File: src/rtl/mem_access_arbiter.sv
module mem_access_arbiter #(
  parameter int AW         = 16,
  parameter int ROWS       = 32,
  parameter int PERIOD_CYC = 50000,
  parameter int PRE_CYC    = 2,
  parameter int ACC_CYC    = 3
) (
  input  logic          clk,
  input  logic          rst_n,
  input  logic          dyn_mode,
  input  logic          fb_req,
  input  logic [AW-1:0] fb_addr,
  input  logic [1:0]    fb_ctl,
  output logic          fb_grant,
  output logic          fb_done,
  output logic          sys_inhibit,
  input  logic          sb_msync,
  input  logic [AW-1:0] sb_addr,
  input  logic [1:0]    sb_ctl,
  output logic          sb_grant,
  output logic          sb_ssync,
  output logic          rf_grant,
  output logic          ref_late,
  output logic [AW-1:0] mar,
  output logic          mem_pre,
  output logic          mem_we,
  output logic          mem_byte,
  output logic          data_latch
);

  localparam int RB   = $clog2(ROWS);
  localparam int SLOT = PERIOD_CYC / ROWS;
  localparam int SW   = $clog2(SLOT);
  localparam int MAXC = (PRE_CYC > ACC_CYC) ? PRE_CYC : ACC_CYC;
  localparam int CW   = $clog2(MAXC + 1);

  localparam logic [1:0] O_RF = 2'd0;
  localparam logic [1:0] O_FB = 2'd1;
  localparam logic [1:0] O_SB = 2'd2;

  typedef enum logic [1:0] {S_IDLE, S_PRE, S_ACC, S_FIN} st_t;

  st_t           st;
  logic [1:0]    own;
  logic [1:0]    cyc;
  logic [CW-1:0] cnt;
  logic [SW-1:0] slot;
  logic [RB-1:0] row;
  logic          ref_due;
  logic          lock_on;
  logic [1:0]    lock_src;

  logic       idle, tick, go_rf, go_fb, go_sb, skip_pre, fin_exit;
  logic [1:0] win_ctl;

  assign idle     = (st == S_IDLE);
  assign tick     = dyn_mode && (slot == SW'(SLOT - 1));
  assign go_rf    = idle && dyn_mode && ref_due && !lock_on;
  assign go_fb    = idle && !go_rf && fb_req && (!lock_on || lock_src == O_FB);
  assign go_sb    = idle && !go_rf && !go_fb && sb_msync && (!lock_on || lock_src == O_SB);
  assign win_ctl  = go_fb ? fb_ctl : sb_ctl;
  assign skip_pre = !dyn_mode || (lock_on && win_ctl[1]);
  assign fin_exit = (st == S_FIN) && !(own == O_SB && sb_msync);

  always_ff @(posedge clk) begin
    if (!rst_n) begin
      slot     <= '0;
      ref_due  <= 1'b0;
      ref_late <= 1'b0;
    end else begin
      slot     <= (!dyn_mode || tick) ? '0 : slot + 1'b1;
      ref_due  <= !dyn_mode ? 1'b0 : tick ? 1'b1 : go_rf ? 1'b0 : ref_due;
      ref_late <= !dyn_mode ? 1'b0 : (tick && ref_due && !go_rf) ? 1'b1 :
                  go_rf ? 1'b0 : ref_late;
    end
  end

  always_ff @(posedge clk) begin
    if (!rst_n) begin
      st       <= S_IDLE;
      own      <= O_RF;
      cyc      <= 2'b00;
      cnt      <= '0;
      mar      <= '0;
      row      <= '0;
      lock_on  <= 1'b0;
      lock_src <= O_RF;
    end else begin
      unique case (st)
        S_IDLE: begin
          if (go_rf) begin
            own <= O_RF;
            cyc <= 2'b00;
            mar <= {{(AW - RB){1'b0}}, row};
            row <= (row == RB'(ROWS - 1)) ? '0 : row + 1'b1;
            st  <= S_PRE;
            cnt <= CW'(PRE_CYC - 1);
          end else if (go_fb || go_sb) begin
            own <= go_fb ? O_FB : O_SB;
            cyc <= win_ctl;
            mar <= go_fb ? fb_addr : sb_addr;
            st  <= skip_pre ? S_ACC : S_PRE;
            cnt <= skip_pre ? CW'(ACC_CYC - 1) : CW'(PRE_CYC - 1);
          end
        end
        S_PRE: begin
          if (cnt == '0) begin
            st  <= S_ACC;
            cnt <= CW'(ACC_CYC - 1);
          end else begin
            cnt <= cnt - 1'b1;
          end
        end
        S_ACC: begin
          if (cnt == '0) st <= S_FIN;
          else           cnt <= cnt - 1'b1;
        end
        S_FIN: begin
          if (fin_exit) begin
            st <= S_IDLE;
            if (own != O_RF) begin
              if (cyc == 2'b01) begin
                lock_on  <= 1'b1;
                lock_src <= own;
              end else if (cyc[1]) begin
                lock_on  <= 1'b0;
              end
            end
          end
        end
        default: st <= S_IDLE;
      endcase
    end
  end

  assign fb_grant    = !idle && own == O_FB;
  assign sb_grant    = !idle && own == O_SB;
  assign rf_grant    = !idle && own == O_RF;
  assign sys_inhibit = fb_grant;
  assign fb_done     = (st == S_FIN) && own == O_FB;
  assign sb_ssync    = (st == S_FIN) && own == O_SB;
  assign mem_pre     = (st == S_PRE);
  assign mem_we      = (st == S_ACC) && own != O_RF && cyc[1];
  assign mem_byte    = mem_we && cyc[0];
  assign data_latch  = (st == S_ACC) && cnt == '0 && own != O_RF && !cyc[1];

endmodule

File: config.mk
export PLATFORM = sky130hd
export DESIGN_NAME = mem_access_arbiter
export DESIGN_NICKNAME = d
export VERILOG_FILES = /design/src/rtl/mem_access_arbiter.sv
export SDC_FILE = /design/constraint.sdc
export NUM_CORES = 1
export LEC_CHECK = 0
export ABC_AREA = 1
export BUFFER_PORTS_ARGS = -buffer_cell sky130_fd_sc_hd__buf_2
export CORE_MARGIN = 3
export CORE_UTILIZATION = 56
export DETAILED_ROUTE_END_ITERATION = 6
export PLACE_DENSITY = 0.85
export SYNTH_ARGS = -nofsm -noshare
export SYNTH_HDL_FRONTEND = slang
export SYNTH_SLANG_ARGS = --single-unit
File: constraint.sdc
create_clock -name clk -period 3.2 [get_ports clk]
set_clock_uncertainty 0.2 [all_clocks]
set_input_delay 0 -clock clk [delete_from_list [all_inputs] [get_ports clk]]
set_output_delay 0 -clock clk [all_outputs]
set_load 0.005 [all_outputs]
# Word level (Yosys, flattened, before mapping)
# Index checks and enable logic that the tools add are counted.
word_totals:
  regBits: 45
  latchBits: 0
  mem_bits_rw: 0
  mem_bits_ro: 0
  input_bits: 41
  memories: 0
classes:
  addsub: 3
  mul: 0
  div: 0
  magnitude_cmp: 0
  n_eq_ne: 15
  shifts: 0
  muxes: 25
  bitwise: 1
  n_reduce_logical: 55
ops:
  columns: ["operator", "count"]
  rows:
  - ["$mux W16", 3]
  - ["$mux W2", 14]
  - ["$logic_and A1 B1 Y1", 26]
  - ["$reduce_and A4 Y1", 3]
  - ["$add A11 B1 Y11 const B", 1]
  - ["$eq A11 B11 Y1 const B", 1]
  - ["$reduce_bool A2 Y1", 5]
  - ["$eq A2 B1 Y1 const B", 4]
  - ["$eq A2 B2 Y1 const B", 4]
  - ["$pmux W2 S4", 1]
  - ["$logic_not A1 Y1", 7]
  - ["$logic_not A2 Y1", 3]
  - ["$pmux W2 S3", 1]
  - ["$reduce_and A2 Y1", 3]
  - ["$add A5 B1 Y5 const B", 1]
  - ["$eq A5 B5 Y1 const B", 1]
  - ["$logic_or A1 B1 Y1", 5]
  - ["$mux W1", 5]
  - ["$mux W5", 1]
  - ["$ne A2 B1 Y1 const B", 2]
  - ["$ne A2 B2 Y1 const B", 2]
  - ["$ne A3 B1 Y1 const B", 1]
  - ["$reduce_and A3 Y1", 1]
  - ["$reduce_bool A3 Y1", 1]
  - ["3 further kinds", 3]

# Logic depth before layout (Yosys ltp)
# Gate-level depths: netlist (run 1).
logic_depth:
  word_depth: 16
  mapped_depth: 12
  depth_no_buf: 12

# Worst setup path after synthesis (run 1)
# No wires, ideal clock.
synth_path:
  kind: "register to register"
  from: "register st[0]"
  to: "register cyc[0]"
  setup_time_ns: 0.133
  arrival_time_ns: 1.557
  required_time_ns: 2.867
  slack_ns: 1.311
  path_stages_with_launch: 11
  n_path_buf: 1
  period_less_slack_ns: 1.889
  path_cell_list: "dfxtp_1 -> inv_1 -> ha_1 -> inv_2 -> nor3_4 -> nor2_4 -> nand2_4 -> inv_6 -> buf_12 -> nand2_1 -> a31oi_1"
synth_via:
  elab_chain_len: 15
  elab_cells_between_ends: 18
synth_lines:
  columns: ["item", "line_no", "text"]
  rows:
  - ["start: declaration", "43", "st_t st;"]
  - ["start signal: assignment", "102", "st <= skip_pre ? S_ACC : S_PRE;"]
  - ["$logic_not A2 Y1 (*)", "56, 89", null]
  - ["$logic_and A1 B1 Y1 (3 in a row)", "58", "assign go_rf = idle && dyn_mode && ref_due && !lock_on;"]
  - ["$logic_not A1 Y1", "59, 60", null]
  - ["$logic_and A1 B1 Y1", "59, 60", null]
  - ["$logic_and A1 B1 Y1 (2 in a row)", "59", "assign go_fb = idle && !go_rf && fb_req && (!lock_on || lock_src == O_FB);"]
  - ["$logic_not A1 Y1", "60", "assign go_sb = idle && !go_rf && !go_fb && sb_msync && (!lock_on || lock_src == O_SB);"]
  - ["$logic_and A1 B1 Y1 (3 in a row)", "60", null]
  - ["$logic_or A1 B1 Y1", "98", "end else if (go_fb || go_sb) begin"]
  - ["$reduce_bool A2 Y1 (no source line)", null, null]
  - ["$reduce_and A2 Y1 (no source line)", null, null]
  - ["end signal: assignment", "100", "cyc <= win_ctl;"]
  - ["end: declaration", "45", "logic [1:0] cyc;"]
# Mark *: on every way between the ends. The rest lies on a longest branch, timed or not. The select of a mux whose other input is x is not followed.
# A chain may end at the register's enable or synchronous reset.

# Worst setup path in the final report (run 1)
layout_path:
  from: "register st[0]"
  to: "register mar[0]"
layout_via:
  elab_chain_len: 15
  elab_cells_between_ends: 18
layout_lines:
  columns: ["item", "line_no", "text"]
  rows:
  - ["$logic_not A2 Y1 (*)", "56, 89", null]
  - ["$logic_and A1 B1 Y1 (3 in a row)", "58", null]
  - ["$logic_not A1 Y1", "59, 60", null]
  - ["$logic_and A1 B1 Y1", "59, 60", null]
  - ["$logic_and A1 B1 Y1 (2 in a row)", "59", null]
  - ["$logic_not A1 Y1", "60", null]
  - ["$logic_and A1 B1 Y1 (3 in a row)", "60", null]
  - ["$logic_or A1 B1 Y1", "98", null]
  - ["$reduce_bool A2 Y1 (no source line)", null, null]
  - ["$reduce_and A2 Y1 (no source line)", null, null]
  - ["end signal: assignment", "94", "mar <= {{(AW - RB){1'b0}}, row};"]
  - ["end signal: assignment", "101", "mar <= go_fb ? fb_addr : sb_addr;"]
  - ["end: declaration", "24", "output logic [AW-1:0] mar,"]
# Marks and branches as above.

==> impl_metrics.csv, run 1 <==
group,metric,value,unit
outcome,status,"finished clean",
sta,rsz0062_at_grt,"no",
finish,fin_util,0.7942,
drt,firstDrtPassIters,5,
clock_network,cts_tree,"done",
die,die_w,71.57,µm
sta,fin_crit_sh,0.9324,
placed_design,dp_hpwl,4082,µm
placed_design,gp_congestion,0.8564,
worst_setup_path,crit_chain,"inv_1 -> ha_1 -> inv_2 -> o21bai_4 -> nor2_4 -> nor2_4 -> nand2_4 -> inv_6 -> nand2_1 -> nand3_1 -> dlygate4sd3_1 -> nand2_1 -> inv_1",
clock_network,cts_max_level,2,
sta,setup_tns,0,ns
power_and_ir_drop,power.density,604.5,nW/µm²
synthesis,synth_edf_count,0,
power_and_ir_drop,peakVddDrop,439.9,µV
global_routing,grt_pass1_wl,12150,µm
sta,finalSetupViolations,0,
synthesis,yosysMostFrequentCell,"nand2_1",
finish,final_cell_count_no_fill,501,
worst_setup_path,crit_path_start_kind,"flop",
die,die_height,71.57,µm
drt,drt-total-wl,7275,µm
die,dieArea,5122,µm²
worst_setup_path,crit_path_end_kind,"flop",
sta,slew_headroom,0.6215,
synthesis,async_flop_share,0,
die,ios,68,
synthesis,yosys.cell_types.count,36,
synthesis,synth.area.top_cells,"dfxtp_1 37%, nand2_1 15%, inv_1 7.2%",
finish,n_antenna_cell,0,
clock_network,ctsLongestPathBuffers,2,
drt,drt_iter0_drc,172,
drt,wl_per_cell,14.52,µm
sta,drv_slew,0,
finish,syn2layout_area_growth,34.82,%
synthesis,synth_top_flop_cell,"dfxtp_1",
synthesis,syn_area_per_cell,6.978,µm²
worst_setup_path,critPathBufInv,5,
die,core,4086,µm²
hold_path,hold_path.class,"input pin to flop",
sta,hold_violations,0,
clock_network,cts_setup_buffers,0,
run,drv_cap,0,
placed_design,dp.cells,452,
drt,drc_errors,0,
synthesis,yosysWarnings,0,
synthesis,synthDominantCellAreaShare,0.3742,
global_routing,globalRouteTotalUtil,0.2997,
clock_network,cts_made_buffers,5,
worst_setup_path,cp.required,3.19,ns
synthesis,yosysSeqAreaShare,0.3742,
clock_network,clkTransAtPathRegs,0.08,ns
global_routing,first_global_vias,2805,
global_routing,gr-total-overflow,0,
sta,min_period,2.984,ns
synthesis,synth_top_area_cell,"dfxtp_1",
global_routing,grt_max_degree,22,
finish,nFillCells,267,
worst_setup_path,critPathTopFamily,"simple AND/OR/NAND/NOR gates",
die,rows,23,
clock_network,clock-sinks,45,
synthesis,synthTopCellsByCount,"98 x nand2_1, 46 x inv_1, 45 x dfxtp_1",
drt,ant_nets,0,
worst_setup_path,crit_type,"flop to flop",
drt,drt-vias-per-instance,5.391,
sta,fmax,335.2,MHz
finish,drive_above_1_share,0.1996,
synthesis,synth_cells,345,
worst_setup_path,crit_path_max_fanout,21,
finish,finish.net_count,503,
synthesis,netlist_area,2407,µm²
drt,vias,2701,
placed_design,port-buffer-count,67,
synthesis,synth_nets,398,
worst_setup_path,critPathArrivalTime,2.98,ns
worst_setup_path,slowest_stage,"dlygate4sd3_1",
sta,worst_pin_slew,0.5664,ns
global_routing,antenna_found_initial,0,
clock_network,root_buffer,"clkbuf_8",
die,initial_utilization,0.5891,
power_and_ir_drop,power_leakage,1.551,nW
clock_network,clock_latency,0.29,ns
worst_setup_path,critPathMaxStageDelay,0.57,ns
synthesis,yosys_register_bits,45,
[state kept, by name, summed over array words and instances (netlist names)]
| register | cells |
|---|---|
| own | 2 |
| row | 5 |
| ref_late | 1 |
| cnt | 2 |
| cyc | 2 |
| lock_on | 1 |
| slot | 11 |
| ref_due | 1 |
| st | 2 |
| lock_src | 2 |
| mar | 16 |
[power by group]
group          switching (mW)  internal, mW
clock network           0.192         0.195
registers              0.0748         0.650
logic                   0.486         0.363
[worst reg2reg max path, delay by kind of cell, from the launching register on]
kind | cells | cell delay (ns)
flip-flops | 1 | 0.36
buffers and inverters | 5 | 0.93
AND/OR/NAND/NOR | 6 | 0.95
adder cells (fa/ha/maj) | 1 | 0.27
AO/OA/AOI/OAI | 1 | 0.19
[worst paths after layout]
kind / start / to / slack, ns / cells past startpoint
setup reg to reg: st[0] / mar[0] / 0.22 / 13
hold reg to reg: lock_src[0] / lock_src[0] / 0.27 / 2
hold / removal: sb_msync / lock_on / 0.009 / 5
setup / recovery: st[0] / mar[0] / 0.22 / 13
[per-stage QoR]
step                worst slack (ns)  instance area, µm²  hold slack [ns]  power, mW
finish                        0.2164                3246         0.008686      1.962
global route                0.002298                3246          0.04621      2.085
CTS                           0.3062                3246          0.01219      1.897
detailed placement            0.8660                2734          0.08393      1.400
global placement              0.9711                2734          0.07819      1.384
floorplan                      1.311                2407         -0.06169      1.231
[timing repair]
item                      CTS  global route
hold buffers               41             0
hold endpoints to repair   30             0
resized for setup           0             0
[cells by family after synthesis]
family	after synthesis	synth area share
flops	45	0.3742
xor+xnor	2	0.007278
compound gates	49	0.1180
fa+ha+maj	12	0.06237
simple gates	176	0.3259
buf+inv	61	0.1123
[cell usage in the layout (no fill, tap or decap), drive strengths merged, types with 12 or more instances in the layout]
master	synthesis	layout
nand2	100	100
buf	7	67
inv	50	50
dfxtp	45	45
dlygate4sd3	0	41
nor2	30	30
nand3	22	22
a21oi	20	20
nor3	14	14
o21ai	13	13
ha	12	12
[per-layer routing]
metal	GRT usage	wire, µm
met1	0.3310	2763
met2	0.5112	3565
met3	0.07433	602
met4	0.1900	344
met5	0	0
[area by class of cell]
class                   instances  area (µm²)  area share
clock buffers                   7       96.34     0.02968
flip-flops and latches         45       900.9      0.2776
repair buffers                108       745.7      0.2298
multi-input cells             239        1236      0.3809
well taps                      50       62.56     0.01928
clock inverters                 1       5.005    0.001542
inverters                      51       198.9     0.06130
No activity file was read; power rests on OpenSTA's default activity.
==> run 2: changes to the inputs <==
==> constraint.sdc (replaced) <==
create_clock -name clk -period 3.6 [get_ports clk]
set_clock_uncertainty 0.2 [all_clocks]
set_input_delay 0 -clock clk [delete_from_list [all_inputs] [get_ports clk]]
set_output_delay 0 -clock clk [all_outputs]
set_load 0.005 [all_outputs]
==> run 2 against run 1 <==
Effect of this change:
- final cell count increased by 2.2%
- critical path depth is 1 higher
- register-to-register slack worse by 0.14 ns
- first-iteration DRC count grew 120%
- non-clock buffer count grew 10
- power is 5.1% lower
- sequential share of layout area is 0.84 points lower
- utilization increased by 2.5 points
- the flow now finishes with violations (DRC)
==> impl_metrics.csv, run 2 (synthesis gave the netlist of run 1 again) <==
group,metric,value,unit
outcome,status,"finished with violations",
outcome,violations,"DRC",
global_routing,first_global_vias,2810,
clock_network,clock_latency,0.31,ns
finish,nFillCells,219,
placed_design,placed_area,2734,µm²
sta,fmax,284.0,MHz
worst_setup_path,critPathMaxStageDelay,0.60,ns
sta,setup_tns,0,ns
worst_setup_path,cp.required,3.66,ns
drt,vias,3020,
drt,ant_nets,0,
placed_design,dp_hpwl,4064,µm
run,drv_cap,0,
die,die_height,71.57,µm
drt,wl_per_cell,17.81,µm
worst_setup_path,crit_path_end_kind,"flop",
clock_network,postCtsResizedCells,0,
worst_setup_path,critPathArrivalTime,3.58,ns
drt,drc_errors,16,
die,core,4086,µm²
sta,slew_headroom,0.5869,
worst_setup_path,crit_path_start_kind,"flop",
power_and_ir_drop,clockPowerShare,0.194,
finish,largest_register_ffs,16,
clock_network,clkTransAtPathRegs,0.10,ns
worst_setup_path,crit_path_max_fanout,9,
finish,drive_above_1_share,0.2013,
sta,drv_slew,0,
global_routing,grt_max_degree,22,
power_and_ir_drop,seqPwrFrac,0.350,
clock_network,clock-sinks,45,
clock_network,cts_made_buffers,5,
power_and_ir_drop,switching_power,751.4,µW
die,die_w,71.57,µm
global_routing,grt_pass1_wl,12880,µm
clock_network,cts_max_level,2,
global_routing,globalRouteTotalUtil,0.3194,
global_routing,antenna_found_initial,0,
placed_design,dp.cells,452,
die,rows,23,
power_and_ir_drop,internal_power,1.111,mW
die,dieArea,5122,µm²
finish,final_cell_count_no_fill,512,
sta,worst_pin_slew,0.6159,ns
worst_setup_path,crit_type,"flop to flop",
finish,top_register,"mar",
finish,regArea,900.9,µm²
power_and_ir_drop,comb_power_share,0.457,
finish,layout_common_cells,"98 x nand2_1, 67 x buf_2, 49 x dlygate4sd3_1, 46 x inv_1, 45 x dfxtp_1",
die,initial_utilization,0.5891,
sta,finalSetupViolations,0,
sta,min_period,3.521,ns
global_routing,grt_util_met2,0.5500,
finish,final_common_cell,"nand2_1",
global_routing,grtUsageMet3,0.06592,
placed_design,port-buffer-count,67,
drt,firstDrtPassIters,7,
worst_setup_path,crit_chain,"inv_1 -> ha_1 -> inv_2 -> nor3_4 -> inv_4 -> nor2_1 -> inv_1 -> nand2_1 -> nand2_1 -> nand3_1 -> dlygate4sd3_1 -> nand2_1 -> dlygate4sd3_1 -> inv_1",
finish,finish.net_count,514,
sta,hold_violations,0,
global_routing,grt_busiest_layer,"met2",
power_and_ir_drop,power.density,556.3,nW/µm²
finish,top_regs,"mar (16), slot (11), row (5)",
power_and_ir_drop,power_leakage,1.586,nW
drt,drt-vias-per-instance,5.898,
power_and_ir_drop,peakVddDrop,406.2,µV
global_routing,gr-total-overflow,0,
finish,multi_input_area,1242,µm²
hold_path,hold_path.class,"flop to flop",
power_and_ir_drop,switching_share,0.4035,
worst_setup_path,slowest_stage,"dlygate4sd3_1",
sta,fin_crit_sh,0.9780,
drt,drt-total-wl,9117,µm
clock_network,cts_tree,"done",
finish,n_antenna_cell,0,
die,ios,68,
clock_network,ctsLongestPathBuffers,2,
drt,drt_iter0_drc,380,
global_routing,met1_usage,0.3643,
finish,final_area,3347,µm²
clock_network,root_buffer,"clkbuf_8",
finish,syn2layout_area_growth,39.03,%
placed_design,gp_congestion,0.8561,
[run 2: power by group through the flow]
stage | clock [mW] | combinational, mW | sequential (mW)
6_report | 0.361 | 0.850 | 0.651
5_1_grt | 0.371 | 0.924 | 0.657
4_1_cts | 0.347 | 0.738 | 0.636
3_5_place_dp | 0 | 0.600 | 0.646
3_3_place_gp | 0 | 0.586 | 0.644
2_1_floorplan | 0 | 0.460 | 0.634
[run 2: path summary, 6_finish.rpt]
check         startpoint          end  slack (ns)  cells after the start
max                st[0]       mar[0]        0.08                     14
min          lock_src[0]  lock_src[0]        0.27                      2
max reg2reg        st[0]       mar[0]        0.08                     14
min reg2reg  lock_src[0]  lock_src[0]        0.27                      2
[run 2: final cells by class]
| type | instances | share of cell area |
|---|---|---|
| multi-input cells | 240 | 0.3712 |
| flip-flops and latches | 45 | 0.2692 |
| repair buffers | 118 | 0.2512 |
| inverters | 51 | 0.05944 |
| clock buffers | 7 | 0.02879 |
| well taps | 50 | 0.01869 |
| clock inverters | 1 | 0.001495 |
[run 2: timing repair]
item / 4_1_cts / 5_1_grt
hold buffers: 49 / 0
setup buffers: 0 / 2
setup endpoints to repair: 0 / 7
endpoints found under the hold margin: 31 / 0
[run 2: stage by stage]
stage / hold slack (ns) / util / power [mW] / setup WS (ns)
after CTS: 0.2748 / 0.8138 / 1.721 / 0.1662
after global placement: 0.07819 / 0.6690 / 1.230 / 1.370
after global routing: 0.2933 / 0.8190 / 1.952 / -0.1530
after detailed placement: 0.08338 / 0.6690 / 1.245 / 1.252
final: 0.2722 / 0.8190 / 1.862 / 0.07909
after floorplan: -0.06169 / - / 1.094 / 1.711
[run 2: routing by layer]
metal	up-vias	routed length, µm
met5	-	0
met1	1319	3233
met3	89	984
met2	274	4174
li1	1338	-
met4	0	725
[run 2: worst max-delay path: cells and delay by family (launching register included)]
family / cells / cell delay [ns]
buffers and inverters: 7 / 1.68
and+or+nand+nor: 6 / 0.96
DFF: 1 / 0.36
adders and majority gates: 1 / 0.27
==> run 3: changes to the inputs <==
--- a/config.mk
+++ b/config.mk
@@ -7,6 +7,7 @@
 export LEC_CHECK = 0
 export ABC_AREA = 1
 export BUFFER_PORTS_ARGS = -buffer_cell sky130_fd_sc_hd__buf_2
+export CORE_ASPECT_RATIO = 1.2
 export CORE_MARGIN = 3
 export CORE_UTILIZATION = 56
 export DETAILED_ROUTE_END_ITERATION = 6
==> run 3 against run 2 <==
Effect of this change:
- final area decreased by 0.26%
- the run now ends clean
- hold slack got worse by 0.25 ns
- sequential cell count stayed put
- worst setup slack improved by 0.054 ns
- power fell by 0.78%
- first-iteration DRC count increased by 15%
- critical path depth is the same
- utilization up 0.82 points
- sequential share of layout area rose by 0.071 points
- clock power rose by 9.7%
- largest cell class unchanged
- routed wire length decreased by 13%
==> impl_metrics.csv, run 3 (synthesis gave the netlist of run 1 again) <==
group,metric,value,unit
worst_setup_path,rr_endpoint,"mar[7]",
clock_network,clock_latency,0.29,ns
worst_setup_path,critPathArrivalTime,3.45,ns
finish,final_common_cell,"nand2_1",
clock_network,cts_max_level,2,
finish,top_regs,"mar (16), slot (11), row (5)",
hold_path,hold_path.class,"input pin to flop",
die,die_w,65.85,µm
global_routing,grtUsageMet3,0.05355,
worst_setup_path,crit_path_max_fanout,17,
sta,hold_violations,0,
clock_network,clock-sinks,45,
placed_design,port-buffer-count,67,
worst_setup_path,rrSetupSlack,0.13,ns
sta,slew_headroom,0.6369,
sta,whs,0.02605,ns
sta,min_period,3.467,ns
global_routing,grt_util_met2,0.5246,
worst_setup_path,crit_chain,"inv_1 -> ha_1 -> inv_2 -> o21bai_4 -> nor2_4 -> nor2_4 -> nand2_4 -> inv_6 -> nand2_1 -> nand3_1 -> dlygate4sd3_1 -> nand2_1 -> dlygate4sd3_1 -> inv_1",
worst_setup_path,crit_path_end_kind,"flop",
worst_setup_path,critPathTopFamily,"buffers and inverters",
sta,fin_crit_sh,0.9631,
placed_design,placed_area,2739,µm²
die,die_height,77.82,µm
global_routing,grt_max_degree,22,
worst_setup_path,cp.required,3.59,ns
sta,drv_slew,0,
finish,top_register,"mar",
power_and_ir_drop,power.density,553.5,nW/µm²
global_routing,met1_usage,0.3243,
drt,vias,2932,
hold_path,hold_path_depth,5,
finish,drive_above_1_share,0.1987,
placed_design,gp_congestion,0.8729,
sta,setup_tns,0,ns
drt,ant_nets,0,
worst_setup_path,r2r_start,"st[0]",
drt,drc_errors,0,
drt,wl_per_cell,15.40,µm
worst_setup_path,critPathMaxStageDelay,0.57,ns
run,drv_cap,0,
power_and_ir_drop,peakVddDrop,379.2,µV
global_routing,first_global_vias,2693,
drt,drt-vias-per-instance,5.715,
placed_design,dp.cells,456,
finish,layout_common_cells,"98 x nand2_1, 67 x buf_2, 47 x dlygate4sd3_1, 46 x inv_1, 45 x dfxtp_1",
clock_network,root_buffer,"clkbuf_8",
worst_setup_path,crit_type,"flop to flop",
global_routing,grt_pass1_wl,12080,µm
sta,setup_slack,0.1328,ns
clock_network,ctsLongestPathBuffers,2,
sta,worst_pin_slew,0.5429,ns
power_and_ir_drop,finalPower,1.848,mW
worst_setup_path,slowest_stage,"dlygate4sd3_1",
clock_network,cts_tree,"done",
sta,finalSetupViolations,0,
clock_network,clkTransAtPathRegs,0.09,ns
power_and_ir_drop,power_leakage,1.574,nW
clock_network,cts_setup_buffers,0,
finish,final_cell_count_no_fill,513,
finish,finish.net_count,510,
placed_design,preCtsSetupSlack,1.278,ns
global_routing,antenna_found_initial,1,
finish,largest_register_ffs,16,
drt,firstDrtPassIters,6,
die,core,4035,µm²
die,initial_utilization,0.5966,
drt,drt_iter0_drc,438,
hold_path,worstHoldEndpoint,"lock_on",
global_routing,globalRouteTotalUtil,0.3038,
worst_setup_path,crit_path_start_kind,"flop",
finish,nFillCells,222,
drt,drt-total-wl,7902,µm
finish,syn2layout_area_growth,38.67,%
worst_setup_path,rr_worst_depth,14,
die,rows,25,
sta,fmax,288.4,MHz
sta,rsz0062_at_grt,"no",
global_routing,grt_busiest_layer,"met2",
finish,final_area,3338,µm²
clock_network,cts_made_buffers,5,
hold_path,hold_start,"sb_msync",
finish,fin_util,0.8273,
global_routing,gr-total-overflow,0,
outcome,status,"finished clean",
placed_design,dp_hpwl,4286,µm
die,dieArea,5124,µm²
die,ios,68,
worst_setup_path,critPathBufInv,6,
-- run 3: metal layers --
metal,up-vias,routed length (µm)
li1,1331,-
met1,1322,2833
met4,0,542
met5,-,0
met3,61,627
met2,218,3898
-- run 3: worst min-delay path: stages --
cell	delay, ns
buf_2	0.12
nand3_1	0.13
o211ai_1	0.11
nand2_1	0.07
a21oi_1	0.05
-- run 3: area by class of cell --
| cell class | instances | area, µm² | area share |
|---|---|---|---|
| Antenna cell | 1 | 2.502 | 0.0007496 |
| Clock buffer | 6 | 82.58 | 0.02474 |
| Clock inverter | 2 | 37.54 | 0.01124 |
| Inverter | 51 | 198.9 | 0.05960 |
| Multi-Input combinational cell | 240 | 1242 | 0.3722 |
| Sequential cell | 45 | 900.9 | 0.2699 |
| Tap cell | 54 | 67.56 | 0.02024 |
| Timing Repair Buffer | 114 | 805.8 | 0.2414 |
-- run 3: repair_timing --
item / 4_1_cts / 5_1_grt
hold buffers: 47 / 0
gates resized for setup: 0 / 0
setup endpoints to repair: 0 / 6
endpoints found under the hold margin: 29 / 0
-- run 3: worst max-delay path by stage --
stage	start	end	slack [ns]	depth (start not counted)
finish	st[0]	mar[7]	0.13	14
CTS	st[0]	mar[0]	0.19	14
floorplan	st[0]	cyc[0]	1.71	10
global placement	st[0]	mar[3]	1.40	10
detailed placement	st[0]	mar[3]	1.28	10
global route	st[0]	mar[7]	0.02	13
-- run 3: where the power goes --
group / leakage (nW) / internal [mW] / switching [mW]
sequential: 0.368 / 0.578 / 0.0616
clock: 0.0574 / 0.226 / 0.170
combinational: 1.15 / 0.352 / 0.460
total: 1.57 / 1.16 / 0.692
